## src/rtl/apc_pkg.sv

```systemverilog
package apc_pkg;
  typedef enum logic [2:0] {
    CMD_ACT = 3'd0, CMD_RD = 3'd1, CMD_WR = 3'd2, CMD_RDA = 3'd3,
    CMD_WRA = 3'd4, CMD_PRE = 3'd5, CMD_REF = 3'd6, CMD_NOP = 3'd7
  } cmd_e;

  typedef enum logic [2:0] {
    FAM_D2 = 3'd0, FAM_D3 = 3'd1, FAM_D4 = 3'd2, FAM_LP1 = 3'd3,
    FAM_LP2 = 3'd4, FAM_LP3 = 3'd5, FAM_WIO = 3'd6, FAM_RSV = 3'd7
  } fam_e;

  function automatic int imax(input int a, input int b);
    return (a > b) ? a : b;
  endfunction

  function automatic logic [2:0] strip_apc(input logic [2:0] c);
    case (c)
      CMD_RDA: strip_apc = CMD_RD;
      CMD_WRA: strip_apc = CMD_WR;
      default: strip_apc = c;
    endcase
  endfunction
endpackage

```

## src/rtl/apc_delay_calc.sv

```systemverilog
module apc_delay_calc
  import apc_pkg::*;
#(
  parameter int TW = 6,
  parameter int DW = TW + 3
) (
  input  logic [2:0]    cmd_code,
  input  logic [2:0]    mem_family,
  input  logic [TW-1:0] burst_len,
  input  logic          dr_double,
  input  logic [TW-1:0] add_lat,
  input  logic [TW-1:0] wr_lat,
  input  logic [TW-1:0] wr_rec,
  input  logic [TW-1:0] rd_to_pre,
  output logic          is_apc,
  output logic [DW-1:0] delay
);
  int b_i, al_i, wl_i, wr_i, rtp_i, tot;

  always_comb begin
    al_i  = 32'(add_lat);
    wl_i  = 32'(wr_lat);
    wr_i  = 32'(wr_rec);
    rtp_i = 32'(rd_to_pre);
    b_i   = dr_double ? 32'(burst_len >> 1) : 32'(burst_len);
    is_apc = (cmd_code == CMD_RDA) || (cmd_code == CMD_WRA);
    tot = 0;
    if (cmd_code == CMD_RDA) begin
      case (mem_family)
        FAM_D2:  tot = b_i + al_i - 2 + imax(rtp_i, 2);
        FAM_D3:  tot = al_i + imax(rtp_i, 4);
        FAM_D4:  tot = al_i + rtp_i;
        FAM_LP2: tot = b_i + imax(0, rtp_i - 2);
        FAM_LP3: tot = b_i + imax(0, rtp_i - 4);
        default: tot = b_i;
      endcase
    end else if (cmd_code == CMD_WRA) begin
      case (mem_family)
        FAM_LP1:          tot = b_i + wr_i;
        FAM_LP2, FAM_LP3: tot = b_i + wl_i + wr_i + 1;
        FAM_WIO:          tot = b_i + wl_i + wr_i - 1;
        default:          tot = b_i + wl_i + wr_i;
      endcase
    end
    if (tot < 0) tot = 0;
    delay = DW'(tot);
  end
endmodule

```

## src/rtl/apc_bank_timer.sv

```systemverilog
module apc_bank_timer #(
  parameter int DW = 9
) (
  input  logic          clk,
  input  logic          rst,
  input  logic          hit,
  input  logic          load,
  input  logic [DW-1:0] load_val,
  output logic          pending,
  output logic          pulse
);
  logic [DW-1:0] cnt;

  always_ff @(posedge clk) begin
    if (rst) begin
      cnt     <= '0;
      pending <= 1'b0;
      pulse   <= 1'b0;
    end else if (load) begin
      cnt     <= load_val;
      pending <= 1'b1;
      pulse   <= 1'b0;
    end else if (pending && cnt == DW'(1)) begin
      cnt     <= '0;
      pending <= 1'b0;
      pulse   <= 1'b1;
    end else begin
      if (pending) cnt <= cnt - DW'(1);
      pulse <= 1'b0;
    end
  end

  assert_pulse_single_R7: assert property (@(posedge clk) disable iff (rst)
    pulse |=> !pulse);
  assert_pulse_ends_pending_R7: assert property (@(posedge clk) disable iff (rst)
    pulse |-> (!pending && $past(pending)));
  assert_reload_R8: assert property (@(posedge clk) disable iff (rst)
    load |=> (pending && !pulse));
  assert_no_arm_R5: assert property (@(posedge clk) disable iff (rst)
    (hit && !load && !pending) |=> (!pending && !pulse));
  assert_load_nonzero_R9: assert property (@(posedge clk) disable iff (rst)
    load |-> (load_val != '0));
endmodule

```

## src/rtl/apc_tracker.sv

```systemverilog
module apc_tracker
  import apc_pkg::*;
#(
  parameter int NB = 8,
  parameter int TW = 6,
  localparam int BW = (NB > 1) ? $clog2(NB) : 1,
  localparam int DW = TW + 3
) (
  input  logic          clk,
  input  logic          rst,
  input  logic          cmd_vld,
  input  logic [2:0]    cmd_code,
  input  logic [BW-1:0] cmd_bank,
  input  logic [2:0]    mem_family,
  input  logic [TW-1:0] burst_len,
  input  logic          dr_double,
  input  logic [TW-1:0] add_lat,
  input  logic [TW-1:0] wr_lat,
  input  logic [TW-1:0] wr_rec,
  input  logic [TW-1:0] rd_to_pre,
  output logic [NB-1:0] apc_pulse,
  output logic [NB-1:0] apc_pending,
  output logic          base_vld,
  output logic [2:0]    base_code
);
  logic          is_apc;
  logic [DW-1:0] delay;
  logic [DW-1:0] load_val;

  apc_delay_calc #(.TW(TW), .DW(DW)) u_calc (
    .cmd_code  (cmd_code),
    .mem_family(mem_family),
    .burst_len (burst_len),
    .dr_double (dr_double),
    .add_lat   (add_lat),
    .wr_lat    (wr_lat),
    .wr_rec    (wr_rec),
    .rd_to_pre (rd_to_pre),
    .is_apc    (is_apc),
    .delay     (delay)
  );

  // zero delay behaves as one: fire after the next edge
  assign load_val = (delay == '0) ? DW'(1) : delay;

  for (genvar g = 0; g < NB; g++) begin : g_bank
    logic hit_g;
    assign hit_g = cmd_vld && (cmd_bank == BW'(g));
    apc_bank_timer #(.DW(DW)) u_tmr (
      .clk     (clk),
      .rst     (rst),
      .hit     (hit_g),
      .load    (hit_g && is_apc),
      .load_val(load_val),
      .pending (apc_pending[g]),
      .pulse   (apc_pulse[g])
    );
  end

  always_ff @(posedge clk) begin
    if (rst) begin
      base_vld  <= 1'b0;
      base_code <= CMD_ACT;
    end else begin
      base_vld  <= cmd_vld;
      base_code <= strip_apc(cmd_code);
    end
  end

  assert_reset_clears_R10: assert property (@(posedge clk)
    rst |=> (apc_pulse == '0 && apc_pending == '0 && !base_vld));
  assert_base_stripped_R6: assert property (@(posedge clk) disable iff (rst)
    base_vld |-> (base_code != CMD_RDA && base_code != CMD_WRA));
  assert_base_follows_R6: assert property (@(posedge clk) disable iff (rst)
    cmd_vld |=> base_vld);
  assert_pulse_pending_excl_R7: assert property (@(posedge clk) disable iff (rst)
    (apc_pulse & apc_pending) == '0);
endmodule

```

## config.mk

```make
export PLATFORM = sky130hd
export DESIGN_NAME = apc_tracker
export DESIGN_NICKNAME = d
export VERILOG_FILES = /design/src/rtl/apc_pkg.sv /design/src/rtl/apc_delay_calc.sv /design/src/rtl/apc_bank_timer.sv /design/src/rtl/apc_tracker.sv
export SDC_FILE = /design/constraint.sdc
export NUM_CORES = 1
export LEC_CHECK = 0
export BUFFER_PORTS_ARGS = -buffer_cell sky130_fd_sc_hd__buf_4
export CAP_MARGIN = 30
export CORE_ASPECT_RATIO = 1.25
export CORE_UTILIZATION = 55
export CTS_CLUSTER_SIZE = 10
export DETAILED_ROUTE_END_ITERATION = 12
export PLACE_DENSITY_LB_ADDON = 0.08
export SETUP_SLACK_MARGIN = 0.15
export SLEW_MARGIN = 25
export SYNTH_ARGS = -nofsm -noshare
export SYNTH_HDL_FRONTEND = slang
export SYNTH_SLANG_ARGS = --single-unit
```

## constraint.sdc

```tcl
create_clock -name clk -period 9.9 [get_ports clk]
set_clock_uncertainty 0.15 [all_clocks]
set_input_delay 0.99 -clock clk [delete_from_list [all_inputs] [get_ports clk]]
set_output_delay 0.99 -clock clk [all_outputs]
set_load 0.05 [all_outputs]
```

==> results of run 1 <==
-- flip-flops by register name, summed over array words and instances, names as in the netlist --
| signal | cells |
|---|---|
| base_code | 3 |
| base_vld | 1 |
| g_bank.u_tmr.cnt | 72 |
| g_bank.u_tmr.pending | 8 |
| g_bank.u_tmr.pulse | 8 |
-- cell families (layout without fill, tap and decap cells) --
group | count (synthesis) | in the layout | synth area share
XOR/XNOR | 45 | 45 | 0.0467
flip-flops | 92 | 92 | 0.218
multiplexers | 25 | 25 | 0.0304
other | 2 | 2 | 0.000890
buffers and inverters | 154 | 168 | 0.0785
AND/OR/NAND/NOR | 368 | 368 | 0.225
adder cells (fa/ha/maj) | 90 | 90 | 0.150
AO/OA/AOI/OAI | 304 | 304 | 0.250
-- worst min path at each step --
stage,to,depth (start not counted),slack (ns),from
floorplan,g_bank[2].u_tmr.cnt[3]$_SDFFE_PP0P_,2,0.32,g_bank[2].u_tmr.cnt[3]$_SDFFE_PP0P_
global placement,g_bank[7].u_tmr.cnt[7]$_SDFFE_PP0P_,2,0.34,g_bank[7].u_tmr.cnt[7]$_SDFFE_PP0P_
detailed placement,g_bank[6].u_tmr.cnt[3]$_SDFFE_PP0P_,2,0.35,g_bank[6].u_tmr.cnt[3]$_SDFFE_PP0P_
CTS,g_bank[6].u_tmr.cnt[3]$_SDFFE_PP0P_,2,0.36,g_bank[6].u_tmr.cnt[3]$_SDFFE_PP0P_
global route,g_bank[6].u_tmr.cnt[3]$_SDFFE_PP0P_,2,0.39,g_bank[6].u_tmr.cnt[3]$_SDFFE_PP0P_
finish,g_bank[6].u_tmr.cnt[3]$_SDFFE_PP0P_,2,0.35,g_bank[6].u_tmr.cnt[3]$_SDFFE_PP0P_
-- through the flow --
step,total power [W],std cells
4_1_cts,0.00117,1276
2_1_floorplan,0.000682,1080
3_3_place_gp,0.000783,1260
5_1_grt,0.00123,1276
6_report,0.00117,1276
3_5_place_dp,0.000788,1260
-- power by group through the flow --
stage | clock (W) | combinational, W | sequential [W]
after floorplan | 0 | 0.000283 | 0.000399
after global placement | 0 | 0.000384 | 0.000399
after detailed placement | 0 | 0.000389 | 0.000399
after CTS | 0.000388 | 0.000391 | 0.000390
after global routing | 0.000403 | 0.000438 | 0.000392
final | 0.000379 | 0.000396 | 0.000391
-- cell usage after synthesis, types with 5 or more instances --
master     number
nor3_1         54
nor4_1         14
ha_1           71
dfxtp_1        92
xor2_1         15
nor2_1         99
mux2_2          5
fa_1           19
o21bai_1        5
o21ai_0        43
a21o_1          6
inv_1          82
o2111ai_1       7
nor2b_1         5
clkbuf_1       43
xnor2_1        30
a221oi_1       12
buf_2           7
nand3_1        35
and4b_1         5
nor3b_1        10
buf_4          16
or2_2           7
or3_1          11
a211oi_1       58
o211ai_1       18
a31oi_1         9
o21a_1          6
a21oi_1        66
or4_1          12
o31ai_1         6
o22ai_1        13
and3b_1         5
nand2b_1       14
mux2i_1        20
a211o_1         5
and3_1          6
nand2_1        61
nand3b_1        9
-- worst max-delay path, delay by kind of cell --
kind | cells | cell delay, ns
adder cells (fa/ha/maj) | 3 | 1.19
XOR/XNOR | 1 | 0.30
AO/OA/AOI/OAI | 9 | 2.58
multiplexers | 1 | 0.40
buffers and inverters | 3 | 0.40
-- layer usage --
layer | part of all wire | wire length, um | track usage
met5 | 0 | 0 | 0
met4 | 0.043 | 994 | 0.164
met3 | 0.041 | 941 | 0.0359
met2 | 0.51 | 11700 | 0.545
met1 | 0.41 | 9390 | 0.339
-- cell type report --
type / count / area (um2)
Tap cell: 182 / 228
Timing Repair Buffer: 70 / 526
Sequential cell: 92 / 1840
Fill cell: 1425 / 5780
Multi-Input combinational cell: 834 / 5940
Clock inverter: 3 / 68.8
Inverter: 82 / 308
Clock buffer: 13 / 260
==> summary.txt, run 1 <==
Cells and area
  • Final #Nets: 1222
  • Commonest non-fill, non-tap cell in the layout: nor2_1
  • Final core utilization: 0.613
  • Layout cell share with drive strength beyond 1: 0.104
  • Design Area, Final: 9170 um2
  • Most frequent cells in the layout: nor2_1, dfxtp_1, inv_1, ha_1, buf_4
  • Diodes inserted: 0
  • Layout area overhead: 8.75%

Flow run
  • MaxCap Viol Count: 0

Die
  • Die Span Y: 140 um
  • Die ar.: 15800 um2
  • Core area: 15000 um2
  • Initial core utilization: 0.564
  • IO Count: 63
  • Die width: 113 um
  • Site Rows: 50

Timing
  • Setup WS post-layout: 4.13 ns
  • RSZ-0062 raised after global routing: false
  • Max Slew Vio Count: 0
  • Worst slew pin tran: 0.974 ns
  • Worst slew margin: 0.351
  • Total negative slack: 0 ns
  • Min Tclk post-route: 5.77 ns
  • Peak Freq: 0.173 GHz
  • Tcrit/Tclk final: 0.583
  • Final setup vio count: 0
  • Hold Fails Final Rpt: 0
  • Fin Hold WS: 0.353 ns

Synth
  • Mean area per synthesized cell: 7.81 um2
  • Post-synth EDFFs: 0
  • Yosys top cell by area: dfxtp_1
  • Post-Syn Instances: 1080
  • Synth top area cells: dfxtp_1, ha_1, a211oi_1
  • Synthesized area: 8430 um2
  • Synth unique cells: 78
  • Yosys warns: 0
  • Post-synth ARST share: 0
  • Post-synthesis sequential area ratio: 0.218
  • Syn nets: 1213
  • FF+latch count, synth: 92
  • Top-area cell type share of the netlist area: 0.218
  • Main synth FF type: dfxtp_1

Routing
  • Drt pass-1 iters: 5
  • Vias: 8117
  • DRC viols: 0
  • 1st-iter DRT viols: 599
  • ANT nets after route: 0
  • Final wirelength: 23000 um
  • Vias per cell: 6.36
  • Drt wl/cell: 18.1 um

Worst setup path
  • Worst R2R Path Depth: 7
  • Worst path required time: 10.00 ns
  • CP max stage delay: 0.52 ns
  • Setup crit end: g_bank[2].u_tmr.cnt[0]$_SDFFE_PP0P_
  • CP Launch Type: input pin
  • Crit path from: dr_double
  • Worst EP arrival: 5.86 ns
  • Setup CP Type: in2reg
  • CP max stage cell: fa_1
  • Crit. End Element: flop
  • Worst r2r src: g_bank[1].u_tmr.cnt[2]$_SDFFE_PP0P_
  • CP Cell Sequence: buf_4 > mux2i_1 > inv_1 > fa_1 > ha_1 > a21o_1 > a21oi_1 > o21ai_0 > xnor2_1 > ha_1 > inv_1 > o21ai_0 > a2111o_1 > o21a_1 > o41a_1 > a2111o_1 > o41ai_1
  • Largest fanout on the critical path: 12
  • Worst flop-to-flop path endpoint: g_bank[1].u_tmr.cnt[3]$_SDFFE_PP0P_
  • FF-to-FF setup slack: 7.38 ns

Clock tree
  • Depth of the CTS H-tree: 3
  • Sink Count: 92
  • Clock latency on the worst-skew pair: 0.34 ns
  • CTS root buf: clkbuf_16
  • CTS-repair resized insts: 0
  • Hold buffer count at CTS: 0
  • CTS tree: yes
  • Total CTS buffers: 9
  • Clock slew at reported path FFs: 0.07 ns
  • Post-CTS Setup Bufs: 0
  • CTS Buffer Depth: 2

Pwr
  • Clock power share: 0.325
  • NetSw: 0.000393 W
  • Maximum vdd drop: 85.1 uV
  • Gate power share: 0.340
  • Reg power frac: 0.335
  • Cell area power density: 127 nW/um2
  • Internal Power: 0.000774 W
  • Sw frac: 0.337
  • Lkg Pwr: 3.68 nW

Placed design
  • Setup WS pre-CTS: 3.83 ns
  • GP Congestion: 0.945
  • HPWL after detailed placement: 17200 um
  • Port buffer count: 62
  • Area after DPL: 8840 um2

Outcome
  • Status: finished, final reports clean

Global routing
  • Largest net degree at the start of global routing: 90
  • First-pass GRT wire length: 37900 um
  • Number of global-route vias before repair: 7748
  • Initial antenna violation count: 0
  • Total gr overflow: 0
  • GRT Total Usage: 0.300

Worst hold path
  • Hold WC Path Type: reg2reg
Note: power is estimated with default switching activity, not from simulation.
==> run 2, diff against run 1 <==
==> constraint.sdc (replaced) <==
create_clock -name clk -period 6 [get_ports clk]
set_clock_uncertainty 0.15 [all_clocks]
set_input_delay 0.6 -clock clk [delete_from_list [all_inputs] [get_ports clk]]
set_output_delay 0.6 -clock clk [all_outputs]
set_load 0.05 [all_outputs]
==> summary.txt, run 2 (synthesis gave the netlist of run 1 again) <==
Outcome
  • Status: finished, final reports clean (unchanged)

Routing
  • ANT nets after route: 0 (unchanged)
  • Drt pass-1 iters: 6 (was 5)
  • DRC viols: 0 (unchanged)
  • Drt wl/cell: 17.7 um (was 18.1 um)
  • 1st-iter DRT viols: 540 (was 599)
  • Vias per cell: 6.25 (was 6.36)
  • Vias: 8002 (was 8117)
  • Final wirelength: 22600 um (was 23000 um)

Clock tree
  • CTS Buffer Depth: 2 (unchanged)
  • CTS-repair resized insts: 0 (unchanged)
  • Clock slew at reported path FFs: 0.07 ns (about the same)
  • CTS root buf: clkbuf_16 (unchanged)
  • Hold buffer count at CTS: 0 (unchanged)
  • CTS tree: yes (unchanged)
  • Post-CTS Setup Bufs: 0 (unchanged)
  • Total CTS buffers: 9 (unchanged)
  • Clock latency on the worst-skew pair: 0.34 ns (about the same)
  • Sink Count: 92 (unchanged)
  • Depth of the CTS H-tree: 3 (unchanged)

Timing
  • Total negative slack: 0 ns (unchanged)
  • Peak Freq: 0.185 GHz
  • Fin Hold WS: 0.353 ns (about the same)
  • Setup WS post-layout: 0.583 ns (was 4.13 ns)
  • Worst slew pin tran: 0.816 ns (was 0.974 ns)
  • RSZ-0062 raised after global routing: false (unchanged)
  • Max Slew Vio Count: 0 (unchanged)
  • Tcrit/Tclk final: 0.903
  • Worst slew margin: 0.456 (was 0.351)
  • Final setup vio count: 0 (unchanged)
  • Min Tclk post-route: 5.42 ns
  • Hold Fails Final Rpt: 0 (unchanged)

Worst setup path
  • Worst path required time: 6.09 ns (was 10.00 ns)
  • Worst flop-to-flop path endpoint: g_bank[7].u_tmr.cnt[0]$_SDFFE_PP0P_ (was g_bank[1].u_tmr.cnt[3]$_SDFFE_PP0P_)
  • Worst r2r src: g_bank[7].u_tmr.cnt[2]$_SDFFE_PP0P_ (was g_bank[1].u_tmr.cnt[2]$_SDFFE_PP0P_)
  • Worst R2R Path Depth: 7 (unchanged)
  • Largest fanout on the critical path: 12 (unchanged)
  • Setup CP Type: in2reg (unchanged)
  • CP Launch Type: input pin (unchanged)
  • FF-to-FF setup slack: 3.55 ns (was 7.38 ns)
  • Crit. End Element: flop (unchanged)
  • Worst EP arrival: 5.50 ns (was 5.86 ns)
  • Crit path from: dr_double (unchanged)

Pwr
  • Cell area power density: 209 nW/um2 (was 127 nW/um2)
  • Maximum vdd drop: 145 uV (was 85.1 uV)
  • Lkg Pwr: 3.71 nW (was 3.68 nW)

Global routing
  • Total gr overflow: 0 (unchanged)
  • First-pass GRT wire length: 37200 um (was 37900 um)
  • Number of global-route vias before repair: 7710 (was 7748)
  • Initial antenna violation count: 0 (unchanged)
  • Largest net degree at the start of global routing: 69 (was 90)
  • GRT Total Usage: 0.293 (was 0.300)

Placed design
  • HPWL after detailed placement: 17100 um (was 17200 um)
  • Port buffer count: 62 (unchanged)
  • GP Congestion: 0.951 (was 0.945)
  • Area after DPL: 8890 um2 (was 8840 um2)
  • Setup WS pre-CTS: 0.251 ns (was 3.83 ns)
  • Placed cells: 1265 (was 1260)

Die
  • IO Count: 63 (unchanged)
  • Site Rows: 50 (unchanged)
  • Die ar.: 15800 um2 (unchanged)
  • Die Span Y: 140 um (unchanged)
  • Core area: 15000 um2 (unchanged)
  • Initial core utilization: 0.564 (unchanged)
  • Die width: 113 um (unchanged)

Cells and area
  • Biggest register: g_bank.u_tmr.cnt (unchanged)
  • Diodes inserted: 0 (unchanged)
  • Largest register FFs: 72 (unchanged)
  • Design Area, Final: 9220 um2 (was 9170 um2)
  • Biggest regs: g_bank.u_tmr.cnt: 72 flops, g_bank.u_tmr.pending: 8 flops, g_bank.u_tmr.pulse: 8 flops (unchanged)
  • Post-route insts no fill: 1281 (was 1276)
  • Commonest non-fill, non-tap cell in the layout: nor2_1 (unchanged)
  • Layout cell share with drive strength beyond 1: 0.111 (was 0.104)
  • Layout area overhead: 9.32% (was 8.75%)
  • Final #Nets: 1227 (was 1222)
  • Most frequent cells in the layout: nor2_1, dfxtp_1, inv_1, buf_4, ha_1 (was nor2_1, dfxtp_1, inv_1, ha_1, buf_4)

Flow run
  • MaxCap Viol Count: 0 (unchanged)

Worst hold path
  • Hold path cells: 2 (unchanged)
  • Hold WC Path Type: reg2reg (unchanged)
  • Hold_sp: g_bank[6].u_tmr.cnt[3]$_SDFFE_PP0P_ (unchanged)
  • Hold Path End: g_bank[6].u_tmr.cnt[3]$_SDFFE_PP0P_ (unchanged)
[run 2: worst max path at each step]
stage,end,slack [ns],cells after the start
2_1_floorplan,g_bank[2].u_tmr.cnt[0]$_SDFFE_PP0P_,0.86,17
3_3_place_gp,g_bank[2].u_tmr.cnt[0]$_SDFFE_PP0P_,0.47,23
3_5_place_dp,g_bank[2].u_tmr.cnt[0]$_SDFFE_PP0P_,0.25,17
4_1_cts,g_bank[3].u_tmr.cnt[0]$_SDFFE_PP0P_,0.60,17
5_1_grt,g_bank[3].u_tmr.cnt[0]$_SDFFE_PP0P_,0.27,17
6_report,g_bank[3].u_tmr.cnt[0]$_SDFFE_PP0P_,0.58,17
[run 2: power breakdown]
group / switching, W / leakage (nW) / internal (W)
logic: 0.000387 / 2.80 / 0.000262
registers: 0.0000177 / 0.744 / 0.000627
clock network: 0.000253 / 0.160 / 0.000380
total: 0.000659 / 3.71 / 0.00127
[run 2: per-layer routing]
layer | routed length, um | part of all wire | vias to the layer above | track usage
met5 | 0 | 0 | - | 0
met4 | 1130 | 0.050 | 0 | 0.171
met3 | 909 | 0.040 | 71 | 0.0299
met2 | 11500 | 0.51 | 231 | 0.531
met1 | 9090 | 0.40 | 3708 | 0.331
li1 | - | - | 3992 | -
[run 2: worst max-delay path, cell delays in order]
cell and delay [ns]:
buf_4 0.13, mux2i_1 0.43, inv_1 0.19, fa_1 0.52, ha_1 0.32, a21o_1 0.15, a21oi_1 0.29, o21ai_0 0.17
xnor2_1 0.30, ha_1 0.34, inv_1 0.08, o21ai_0 0.14, a2111o_1 0.48, o21a_1 0.33, o41a_1 0.17, a2111o_1 0.48
o41ai_1 0.38
[run 2: cell type report]
type	instances	area, um2
Clock buffer	10	239
Clock inverter	6	93.8
Fill cell	1396	5730
Inverter	82	308
Multi-Input combinational cell	834	5950
Sequential cell	92	1840
Tap cell	182	228
Timing Repair Buffer	75	563
[run 2: stage by stage]
step | utilization | power (W)
detailed placement | 0.594 | 0.00130
floorplan | - | 0.00113
finish | 0.617 | 0.00193
CTS | 0.617 | 0.00193
global placement | 0.594 | 0.00129
global route | 0.617 | 0.00203
